===== src/rtl/tps_pkg.sv =====
package tps_pkg;
  typedef enum logic [1:0] {
    PM_NONE = 2'd0,
    PM_INT  = 2'd1,
    PM_CR   = 2'd2,
    PM_RSVD = 2'd3
  } pmode_e;

  typedef enum logic [1:0] {
    PH_IDLE = 2'd0,
    PH_RUN  = 2'd1,
    PH_FIN  = 2'd2
  } phase_e;
endpackage


===== src/rtl/tps_mask_former.sv =====
module tps_mask_former #(
  parameter int ELEMS = 64,
  parameter int VLW   = 7
) (
  input  logic [1:0]       mode,
  input  logic             twin,
  input  logic             src_inv,
  input  logic             dst_inv,
  input  logic [ELEMS-1:0] src_reg,
  input  logic [ELEMS-1:0] dst_reg,
  input  logic [ELEMS-1:0] src_cond,
  input  logic [ELEMS-1:0] dst_cond,
  input  logic [VLW-1:0]   lim,
  output logic [ELEMS-1:0] src_mask,
  output logic [ELEMS-1:0] dst_mask
);
  import tps_pkg::*;

  // side 0 = source, side 1 = destination
  logic [ELEMS-1:0] reg_pick  [2];
  logic [ELEMS-1:0] cond_pick [2];
  logic             inv_pick  [2];
  logic [ELEMS-1:0] shaped    [2];
  logic [ELEMS-1:0] window;

  function automatic logic [ELEMS-1:0] below(input logic [VLW-1:0] n);
    logic [ELEMS-1:0] w;
    for (int i = 0; i < ELEMS; i++) w[i] = (i < int'(n));
    return w;
  endfunction

  assign window       = below(lim);
  assign reg_pick[0]  = twin ? src_reg  : dst_reg;
  assign reg_pick[1]  = dst_reg;
  assign cond_pick[0] = twin ? src_cond : dst_cond;
  assign cond_pick[1] = dst_cond;
  assign inv_pick[0]  = src_inv;
  assign inv_pick[1]  = dst_inv;

  for (genvar s = 0; s < 2; s++) begin : g_side
    logic [ELEMS-1:0] raw;
    always_comb begin
      case (mode)
        PM_INT:  raw = inv_pick[s] ? ~reg_pick[s]  : reg_pick[s];
        PM_CR:   raw = inv_pick[s] ? ~cond_pick[s] : cond_pick[s];
        default: raw = '1;
      endcase
      shaped[s] = raw & window;
    end
  end

  assign src_mask = shaped[0];
  assign dst_mask = shaped[1];
endmodule


===== src/rtl/tps_step_lane.sv =====
module tps_step_lane #(
  parameter int ELEMS = 64,
  parameter int VLW   = 7
) (
  input  logic             clk,
  input  logic             rst_n,
  input  logic             load,
  input  logic             advance,
  input  logic [ELEMS-1:0] mask_in,
  input  logic [VLW-1:0]   lim,
  output logic [VLW-1:0]   step,
  output logic             live
);
  localparam int IDXW = (ELEMS > 1) ? $clog2(ELEMS) : 1;

  logic [ELEMS-1:0] mask_q;
  logic [VLW-1:0]   lim_q;
  logic [VLW-1:0]   first_hit;
  logic [VLW-1:0]   next_hit;

  // lowest set bit at or above 'from' and below 'stop'; 'stop' if none
  function automatic logic [VLW-1:0] scan_up(input logic [ELEMS-1:0] m,
                                             input logic [VLW:0]     from,
                                             input logic [VLW-1:0]   stop);
    logic [VLW-1:0] hit;
    logic           found;
    hit   = stop;
    found = 1'b0;
    for (int i = 0; i < ELEMS; i++) begin
      if (!found && m[i] && i >= int'(from) && i < int'(stop)) begin
        hit   = VLW'(i);
        found = 1'b1;
      end
    end
    return hit;
  endfunction

  assign first_hit = scan_up(mask_in, '0, lim);
  assign next_hit  = scan_up(mask_q, {1'b0, step} + 1'b1, lim_q);
  assign live      = step < lim_q;

  always_ff @(posedge clk) begin
    if (!rst_n) begin
      mask_q <= '0;
      lim_q  <= '0;
      step   <= '0;
    end else if (load) begin
      mask_q <= mask_in;
      lim_q  <= lim;
      step   <= first_hit;
    end else if (advance && live) begin
      step <= next_hit;
    end
  end

  // a live counter always rests on a selected element
  a_r2_on_set_bit: assert property (@(posedge clk) disable iff (!rst_n)
    live |-> mask_q[step[IDXW-1:0]]);

  // each accepted step moves strictly upward
  a_r2_ascends: assert property (@(posedge clk) disable iff (!rst_n)
    (advance && live && !load) |=> step > $past(step));

  // without load or advance the saved counter does not move
  a_r11_holds: assert property (@(posedge clk) disable iff (!rst_n)
    (!advance && !load) |=> $stable(step));
endmodule


===== src/rtl/tps_stepper.sv =====
module tps_stepper #(
  parameter int ELEMS = 64,
  parameter int VLW   = 7
) (
  input  logic             clk,
  input  logic             rst_n,
  input  logic             start,
  input  logic [VLW-1:0]   vl,
  input  logic [1:0]       pred_mode,
  input  logic             twin,
  input  logic             src_inv,
  input  logic             dst_inv,
  input  logic [ELEMS-1:0] src_reg,
  input  logic [ELEMS-1:0] dst_reg,
  input  logic [ELEMS-1:0] src_cond,
  input  logic [ELEMS-1:0] dst_cond,
  output logic             out_valid,
  input  logic             out_ready,
  output logic             busy,
  output logic             done,
  output logic [VLW-1:0]   src_step,
  output logic [VLW-1:0]   dst_step
);
  import tps_pkg::*;

  phase_e           phase;
  logic [VLW-1:0]   vl_eff;
  logic [ELEMS-1:0] src_mask;
  logic [ELEMS-1:0] dst_mask;
  logic             src_live;
  logic             dst_live;

  // named events
  logic start_take;
  logic fire;
  logic exhaust;

  function automatic logic [VLW-1:0] clamp_len(input logic [VLW-1:0] v);
    return (int'(v) > ELEMS) ? VLW'(ELEMS) : v;
  endfunction

  assign vl_eff     = clamp_len(vl);
  assign start_take = start && (phase != PH_RUN);
  assign out_valid  = (phase == PH_RUN) && src_live && dst_live;
  assign fire       = out_valid && out_ready;
  assign exhaust    = (phase == PH_RUN) && !(src_live && dst_live);
  assign busy       = (phase == PH_RUN);
  assign done       = (phase == PH_FIN);

  tps_mask_former #(.ELEMS(ELEMS), .VLW(VLW)) u_masks (
    .mode     (pred_mode),
    .twin     (twin),
    .src_inv  (src_inv),
    .dst_inv  (dst_inv),
    .src_reg  (src_reg),
    .dst_reg  (dst_reg),
    .src_cond (src_cond),
    .dst_cond (dst_cond),
    .lim      (vl_eff),
    .src_mask (src_mask),
    .dst_mask (dst_mask)
  );

  tps_step_lane #(.ELEMS(ELEMS), .VLW(VLW)) u_src_lane (
    .clk     (clk),
    .rst_n   (rst_n),
    .load    (start_take),
    .advance (fire),
    .mask_in (src_mask),
    .lim     (vl_eff),
    .step    (src_step),
    .live    (src_live)
  );

  tps_step_lane #(.ELEMS(ELEMS), .VLW(VLW)) u_dst_lane (
    .clk     (clk),
    .rst_n   (rst_n),
    .load    (start_take),
    .advance (fire),
    .mask_in (dst_mask),
    .lim     (vl_eff),
    .step    (dst_step),
    .live    (dst_live)
  );

  always_ff @(posedge clk) begin
    if (!rst_n) begin
      phase <= PH_IDLE;
    end else begin
      unique case (phase)
        PH_RUN:  if (exhaust) phase <= PH_FIN;
        default: if (start_take) phase <= PH_RUN;
      endcase
    end
  end

  // a stalled pair is held unchanged
  a_r10_hold_pair: assert property (@(posedge clk) disable iff (!rst_n)
    (out_valid && !out_ready) |=> (out_valid && $stable(src_step) && $stable(dst_step)));

  // completion is exclusive of running and of offering a pair
  a_r8_done_quiet: assert property (@(posedge clk) disable iff (!rst_n)
    done |-> (!out_valid && !busy));

  // a running sequence is not cut short while both sides remain live
  a_r12_run_sticky: assert property (@(posedge clk) disable iff (!rst_n)
    (busy && !exhaust) |=> busy);

  // once a side runs out, completion follows on the next cycle
  a_r9_exhaust_finish: assert property (@(posedge clk) disable iff (!rst_n)
    exhaust |=> done);
endmodule


===== config.mk =====
export PLATFORM = sky130hd
export DESIGN_NAME = tps_stepper
export DESIGN_NICKNAME = d
export VERILOG_FILES = /design/src/rtl/tps_pkg.sv /design/src/rtl/tps_mask_former.sv /design/src/rtl/tps_step_lane.sv /design/src/rtl/tps_stepper.sv
export SDC_FILE = /design/constraint.sdc
export NUM_CORES = 1
export LEC_CHECK = 0
export BUFFER_PORTS_ARGS = -buffer_cell sky130_fd_sc_hd__clkbuf_2
export CAP_MARGIN = 10
export CORE_ASPECT_RATIO = 0.7
export CORE_MARGIN = 2
export CORE_UTILIZATION = 25
export CTS_CLUSTER_DIAMETER = 200
export DETAILED_ROUTE_END_ITERATION = 10
export PLACE_DENSITY = 0.38
export SYNTH_ARGS = -nofsm -noshare
export SYNTH_HDL_FRONTEND = slang
export SYNTH_SLANG_ARGS = --single-unit

===== constraint.sdc =====
create_clock -name clk -period 5.8 [get_ports clk]
set_input_delay 0 -clock clk [delete_from_list [all_inputs] [get_ports clk]]
set_output_delay 0 -clock clk [all_outputs]
set_load 0.1 [all_outputs]

==> run summary, run 1 <==
worst r2r dst - u_dst_lane.step[2]
Post-synth EDFFs - 0
row count - 91
Hold Vio Cnt, Final - 0
DRC - 0
RSZ-0062 raised after global routing - no
Post-CTS Hold Fix Bufs - 4
CTS Root Cell - clkbuf_16
Seq/Total Area, Yosys - 13.70%
synthesized area - 22,070 sq um
Max Buffers Root-to-Sink - 2
initial antenna violation count - 2
dpl cells - 4,657
number of global-route vias before repair - 25.78k
Worst Path Arrival - 5.90 ns
Skew-Pair Late Insertion Delay - 0.48 ns
endpoints failing setup - 0
register area - 3023 sq um
Routed WL per cell - 28.68 um
CTS Buf Count - 17
Post-Layout Cell Count - 4,696
CTS sink count - 151
1st-iter DRT viols - 3,725
worst r2r path cells - 16
area occupied by multi-input gates - 17,800 sq um
hold_sp - dst_reg[63]
final-stage net count - 3,813
pin count of the biggest net entering global routing - 143
Core Footprint - 87,790 sq um
hold path endpoint - u_dst_lane.mask_q[63]
relative slew slack - 7.997%
clk_skew - 0.01957 ns
Tcrit/Tclk final - 95.76%
TritonCTS clock tree - yes
most frequent cells in the layout - nand2_1, nor2_1, a21oi_1
gr ovfl total - 0
first-pass GRT wire length - 189,900 um
Sum Neg Setup Slack - 0 ns
synth-to-layout area growth - 17.33%
via/cell ratio - 6.008
crit-path max FO - 16
fill cell count - 9,857
die height - 252.6 um
post-CTS setup buffers - 0
CP required - 6.15 ns
Reg clk slew, reported paths - 0.08 ns
startpoint types - register
async set-reset flop share out of synthesis - 0%
Synth Instances - 3,292
crit end category - register
final hold slack - 0.1748 ns
H-tree level count - 4
gr usage total - 28.49%
die area - 90,710 sq um
IO Port Bufs - 288
WL final - 134,700 um
hold depth - 6
fmax - 0.1801 GHz
fin worst setup slack - 0.2462 ns
setup slack, reg-to-reg - 0.25 ns
starting density of the core - 25.14%
dpl ws - 0.4649 ns
pwr dens - 243.9 nW/um^2
die span in x - 359.1 um
Distinct cells, synth - 100
max-cap viol count - 0
top_reg_cell synth - dfxtp_1
detailed-route via count - 28.21k
Synth Register Bits - 151
LEAKAGE - 9.981 nW
gp weighted congestion - 1.033
min Tclk post-route - 5.554 ns
ANT nets after route - 0
Worst VDD drop - 0.2120 mV
r2r startpoint - u_dst_lane.step[1]
critical path type - reg2reg
Slew @ Worst Pin - 1.375 ns
syn nets - 3,586
most common cell after layout, fill and taps aside - nand2_1
Slew Limit Fails - 0
1st-pass router iterations - 6
Detailed Place HPWL - 112,200 um
Synth Warn # - 0
Tightest Hold Check Type - in2reg
status - complete, no violations
Avg Inst Size Synth - 6.704 sq um
cts repair resizes - 0
share of cells above drive strength 1 - 16.05%
num ports - 289
==> Yosys cell counts (all sizes together) (67+ instances only) <==
master,instances,area share (%)
nor2,336,5.7
nand3,82,1.9
a221oi,67,2.7
dfxtp,151,14
o21ai,198,4.5
a21oi,328,7.5
clkbuf,143,2.4
nand2,363,6.2
nand2b,121,3.4
nor3,73,1.7
mux2i,146,6.6
buf,110,2.4
xnor2,103,4.1
==> final cells by class <==
type                       instances  share of cell area (%)
tap                             1162                   5.615
clock buffer                      20                   1.764
inverter                          60                  0.8794
multi-input combinational       2828                   68.73
sequential                       151                   11.67
antenna                            2                 0.01933
clock inverter                    12                  0.4059
timing repair buffer             461                   10.91
==> worst max-delay path by stage <==
stage / startpoint / slack, ns / endpoint / depth (start not counted)
after global placement: pred_mode[0] / 0.44 / u_src_lane.step[1] / 16
after global routing: u_dst_lane.step[1] / 0.15 / u_dst_lane.step[2] / 16
after detailed placement: pred_mode[0] / 0.46 / u_src_lane.step[1] / 16
after CTS: u_dst_lane.step[1] / 0.56 / u_dst_lane.step[2] / 16
final: u_dst_lane.step[1] / 0.25 / u_dst_lane.step[2] / 16
after floorplan: u_src_lane.step[0] / 0.83 / u_src_lane.step[0] / 16
==> worst max-delay path: stages (launching register included) <==
cell	delay, ns
dfxtp_1	0.36
buf_4	0.27
inv_1	0.14
ha_1	0.30
nor2b_1	0.41
o31ai_1	0.12
a222oi_1	0.86
nand3b_1	0.34
a41o_1	0.33
nor2b_1	0.28
nand3_1	0.14
buf_4	0.23
nor3_1	0.73
o21ai_0	0.26
o2111ai_1	0.20
a21oi_1	0.13
a2111oi_0	0.33
==> metal layers <==
layer	vias up	wire length, um	track usage [%]	part of all wire, %
met5	-	26	0	0.019
met1	13810	64640	41.72	48
li1	12950	-	-	-
met3	100	15190	10.62	11
met2	1349	52750	39.38	39
met4	4	2053	4.545	1.5
==> stage by stage <==
| stage | area, sq um | utilization [%] | power, W |
|---|---|---|---|
| floorplan | 22070 | - | 0.003420 |
| global placement | 25280 | 28.80 | 0.005081 |
| detailed placement | 25280 | 28.80 | 0.005033 |
| CTS | 25880 | 29.48 | 0.006175 |
| global route | 25890 | 29.49 | 0.006573 |
| finish | 25890 | 29.50 | 0.006316 |
==> cell families after synthesis <==
kind of cell	count (synthesis)	share of synthesized area, %
AO/OA/AOI/OAI	1241	38.53
XOR/XNOR	128	5.080
adder cells (fa/ha/maj)	22	1.247
buffers and inverters	313	5.885
flip-flops	151	13.70
multiplexers	148	6.724
AND/OR/NAND/NOR	1289	28.83
==> flip-flops by register name, summed over array words and instances, names as in the netlist <==
register / cells
u_dst_lane.lim_q: 7
u_src_lane.mask_q: 64
u_src_lane.step: 7
u_dst_lane.step: 7
phase: 2
u_dst_lane.mask_q: 64
==> where the power goes <==
part / switching [W] / total (W) / internal [W]
combinational: 0.00267 / 0.00387 / 0.00120
sequential: 0.000175 / 0.00132 / 0.00115
clock: 0.000541 / 0.00112 / 0.000584
Power figures use the tool's default switching activity.
==> run 2, diff against run 1 <==
--- a/config.mk
+++ b/config.mk
@@ -13,6 +13,7 @@
 export CTS_CLUSTER_DIAMETER = 200
 export DETAILED_ROUTE_END_ITERATION = 10
 export PLACE_DENSITY = 0.38
+export RECOVER_POWER = 100
 export SYNTH_ARGS = -nofsm -noshare
 export SYNTH_HDL_FRONTEND = slang
 export SYNTH_SLANG_ARGS = --single-unit
==> run 2 against run 1 <==
  * The flow now finishes with violations (max-capacitance violations, max-slew violations)
  * Clock skew is 0.0010 ns lower
  * Die area stayed put
  * Utilization is 0.080 points lower
  * Critical path depth stayed put
  * Sequential power hardly changed
  * Wire length hardly changed
  * Register-to-register slack worse by 0.03 ns
  * Power is 0.43% lower
  * Highest routed layer unchanged
  * Via count is 0.43% lower
==> run summary, run 2 (synthesis gave the netlist of run 1 again) <==
Post-Layout Cell Count - 4,696 (unchanged)
CTS Root Cell - clkbuf_16
num ports - 289 (unchanged)
detailed-route via count - 28.09k (-0.43%)
failing checks - max-capacitance violations, max-slew violations
critical path type - reg2reg
Sum Neg Setup Slack - 0 ns (unchanged)
crit end category - register
setup slack, reg-to-reg - 0.21 ns (-0.03 ns)
CP required - 6.15 ns (about the same)
gr ovfl total - 0 (unchanged)
Tcrit/Tclk final - 96.34% (+0.58 points)
RSZ-0062 raised after global routing - no
Gate power share - 61.1% (-0.2 points)
initial antenna violation count - 2 (unchanged)
Finished Core Util - 29.42% (-0.080 points)
hold path endpoint - u_dst_lane.mask_q[63]
pin count of the biggest net entering global routing - 143 (unchanged)
1st-iter DRT viols - 3,720 (-0.13%)
hold depth - 6 (unchanged)
pwr dens - 243.5 nW/um^2 (-0.16%)
Detailed Place HPWL - 112,200 um (unchanged)
via/cell ratio - 5.982 (-0.43%)
largest registers - u_dst_lane.mask_q x64, u_src_lane.mask_q x64
Worst Path Arrival - 5.94 ns (+0.04 ns)
fin worst setup slack - 0.2125 ns (-0.03370 ns)
r2r startpoint - u_dst_lane.step[1]
Clk pwr share - 17.9% (about the same)
status - complete, but fails checks
WL final - 134,600 um (about the same)
IO Port Bufs - 288 (unchanged)
most common cell after layout, fill and taps aside - nand2_1
die span in x - 359.1 um (unchanged)
share of cells above drive strength 1 - 15.32% (-0.74 points)
Slew @ Worst Pin - 2.711 ns (+1.336 ns)
Core Footprint - 87,790 sq um (unchanged)
row count - 91 (unchanged)
relative slew slack - -80.74% (-89 points)
crit-path max FO - 13 (-3)
first-pass GRT wire length - 189,900 um (unchanged)
die height - 252.6 um (unchanged)
min Tclk post-route - 5.588 ns (+0.03370 ns)
Skew-Pair Late Insertion Delay - 0.48 ns (about the same)
worst r2r dst - u_dst_lane.step[2]
DRC - 0 (unchanged)
Hold Vio Cnt, Final - 0 (unchanged)
Max Buffers Root-to-Sink - 2 (unchanged)
gr usage total - 28.49% (unchanged)
TritonCTS clock tree - yes
dpl cells - 4,657 (unchanged)
post-CTS setup buffers - 0 (unchanged)
H-tree level count - 4 (unchanged)
number of global-route vias before repair - 25.78k (unchanged)
switching pwr - 0.003378 W (-0.33%)
1st-pass router iterations - 5 (-1)
final-stage net count - 3,813 (unchanged)
Tightest Hold Check Type - in2reg
die area - 90,710 sq um (unchanged)
fmax - 0.1790 GHz (-0.60%)
sequential share of power - 21.0% (about the same)
starting density of the core - 25.14% (unchanged)
most frequent cells in the layout - nand2_1, nor2_1, a21oi_1
Routed WL per cell - 28.66 um (about the same)
synth-to-layout area growth - 17.01%
CTS Buf Count - 17 (unchanged)
Slew Limit Fails - 239 (+239)
Worst VDD drop - 0.2124 mV (+0.21%)
LEAKAGE - 9.888 nW (-0.93%)
endpoints failing setup - 0 (unchanged)
dpl ws - 0.4649 ns (unchanged)
startpoint types - register
worst r2r path cells - 16 (unchanged)
CTS sink count - 151 (unchanged)
gp weighted congestion - 1.033 (unchanged)
max-cap viol count - 3 (+3)
Switching Fraction - 53.71% (+0.056 points)
clk_skew - 0.01854 ns (-0.001035 ns)
hold_sp - dst_reg[63]
Reg clk slew, reported paths - 0.08 ns (about the same)
internal cell power - 0.002911 W (-0.55%)
ANT nets after route - 0 (unchanged)
## run 2: cell count changes in the layout (fill, tap and decap cells not counted)
cell	delta
buf_2	+1
clkbuf_2	-17
clkbuf_1	+24
or2_2	-1
or2_1	+1
buf_4	-7
buf_12	-1
nand2_4	-1
nand2_1	+1
## run 2: worst max path at each step
stage / startpoint / to / slack [ns] / cells past startpoint
3_3_place_gp: pred_mode[0] / u_src_lane.step[1] / 0.44 / 16
2_1_floorplan: u_src_lane.step[0] / u_src_lane.step[0] / 0.83 / 16
3_5_place_dp: pred_mode[0] / u_src_lane.step[1] / 0.46 / 16
4_1_cts: u_dst_lane.step[1] / u_dst_lane.step[2] / 0.56 / 16
6_report: u_dst_lane.step[1] / u_dst_lane.step[2] / 0.21 / 16
5_1_grt: u_dst_lane.step[1] / u_dst_lane.step[2] / 0.08 / 16
## run 2: what timing repair did
item,CTS,global route
hold buffers,4,0
hold endpoints to repair,7,0
gates resized for setup,0,0
## run 2: metal layers
| layer | track usage, % | up-vias | part of all wire [%] |
|---|---|---|---|
| li1 | - | 12940 | - |
| met1 | 41.72 | 13730 | 48 |
| met2 | 39.38 | 1326 | 39 |
| met3 | 10.62 | 87 | 12 |
| met4 | 4.545 | 4 | 1.4 |
| met5 | 0 | - | 0.037 |
## run 2: power by group through the flow
stage	sequential (W)	combinational [W]	clock, W
after floorplan	0.00135	0.00207	0
after global placement	0.00134	0.00374	0
after detailed placement	0.00134	0.00369	0
after CTS	0.00132	0.00371	0.00115
after global routing	0.00132	0.00404	0.00119
final	0.00132	0.00384	0.00112
## run 2: cell type report
type,instances,area (sq um)
flip-flops and latches,151,3023
well taps,1162,1454
clock buffers,20,456.7
inverters,60,227.7
fillers,9873,61960
repair buffers,461,2763
clock inverters,12,105.1
multi-input cells,2828,17790
diodes,2,5.005
## run 2: critical path, cell delays in order (launching register included)
cell       delay [ns]
dfxtp_1          0.37
ha_1             0.59
buf_4            0.29
xnor2_1          0.09
or2_1            0.46
and4_1           0.34
o41ai_1          0.48
nor2b_1          0.27
buf_4            0.16
and3_1           0.34
nand3_1          0.16
buf_4            0.23
nor3_1           0.75
o21ai_0          0.26
o2111ai_1        0.21
a21oi_1          0.13
a2111oi_0        0.33
## run 2: stage by stage
stage | power (W) | instance area [sq um] | hold slack (ns)
after floorplan | 0.003420 | 22070 | 0.1384
after global placement | 0.005081 | 25280 | 0.3828
after detailed placement | 0.005033 | 25280 | 0.3919
after CTS | 0.006175 | 25880 | 0.1496
after global routing | 0.006556 | 25820 | 0.2014
final | 0.006289 | 25820 | 0.1647
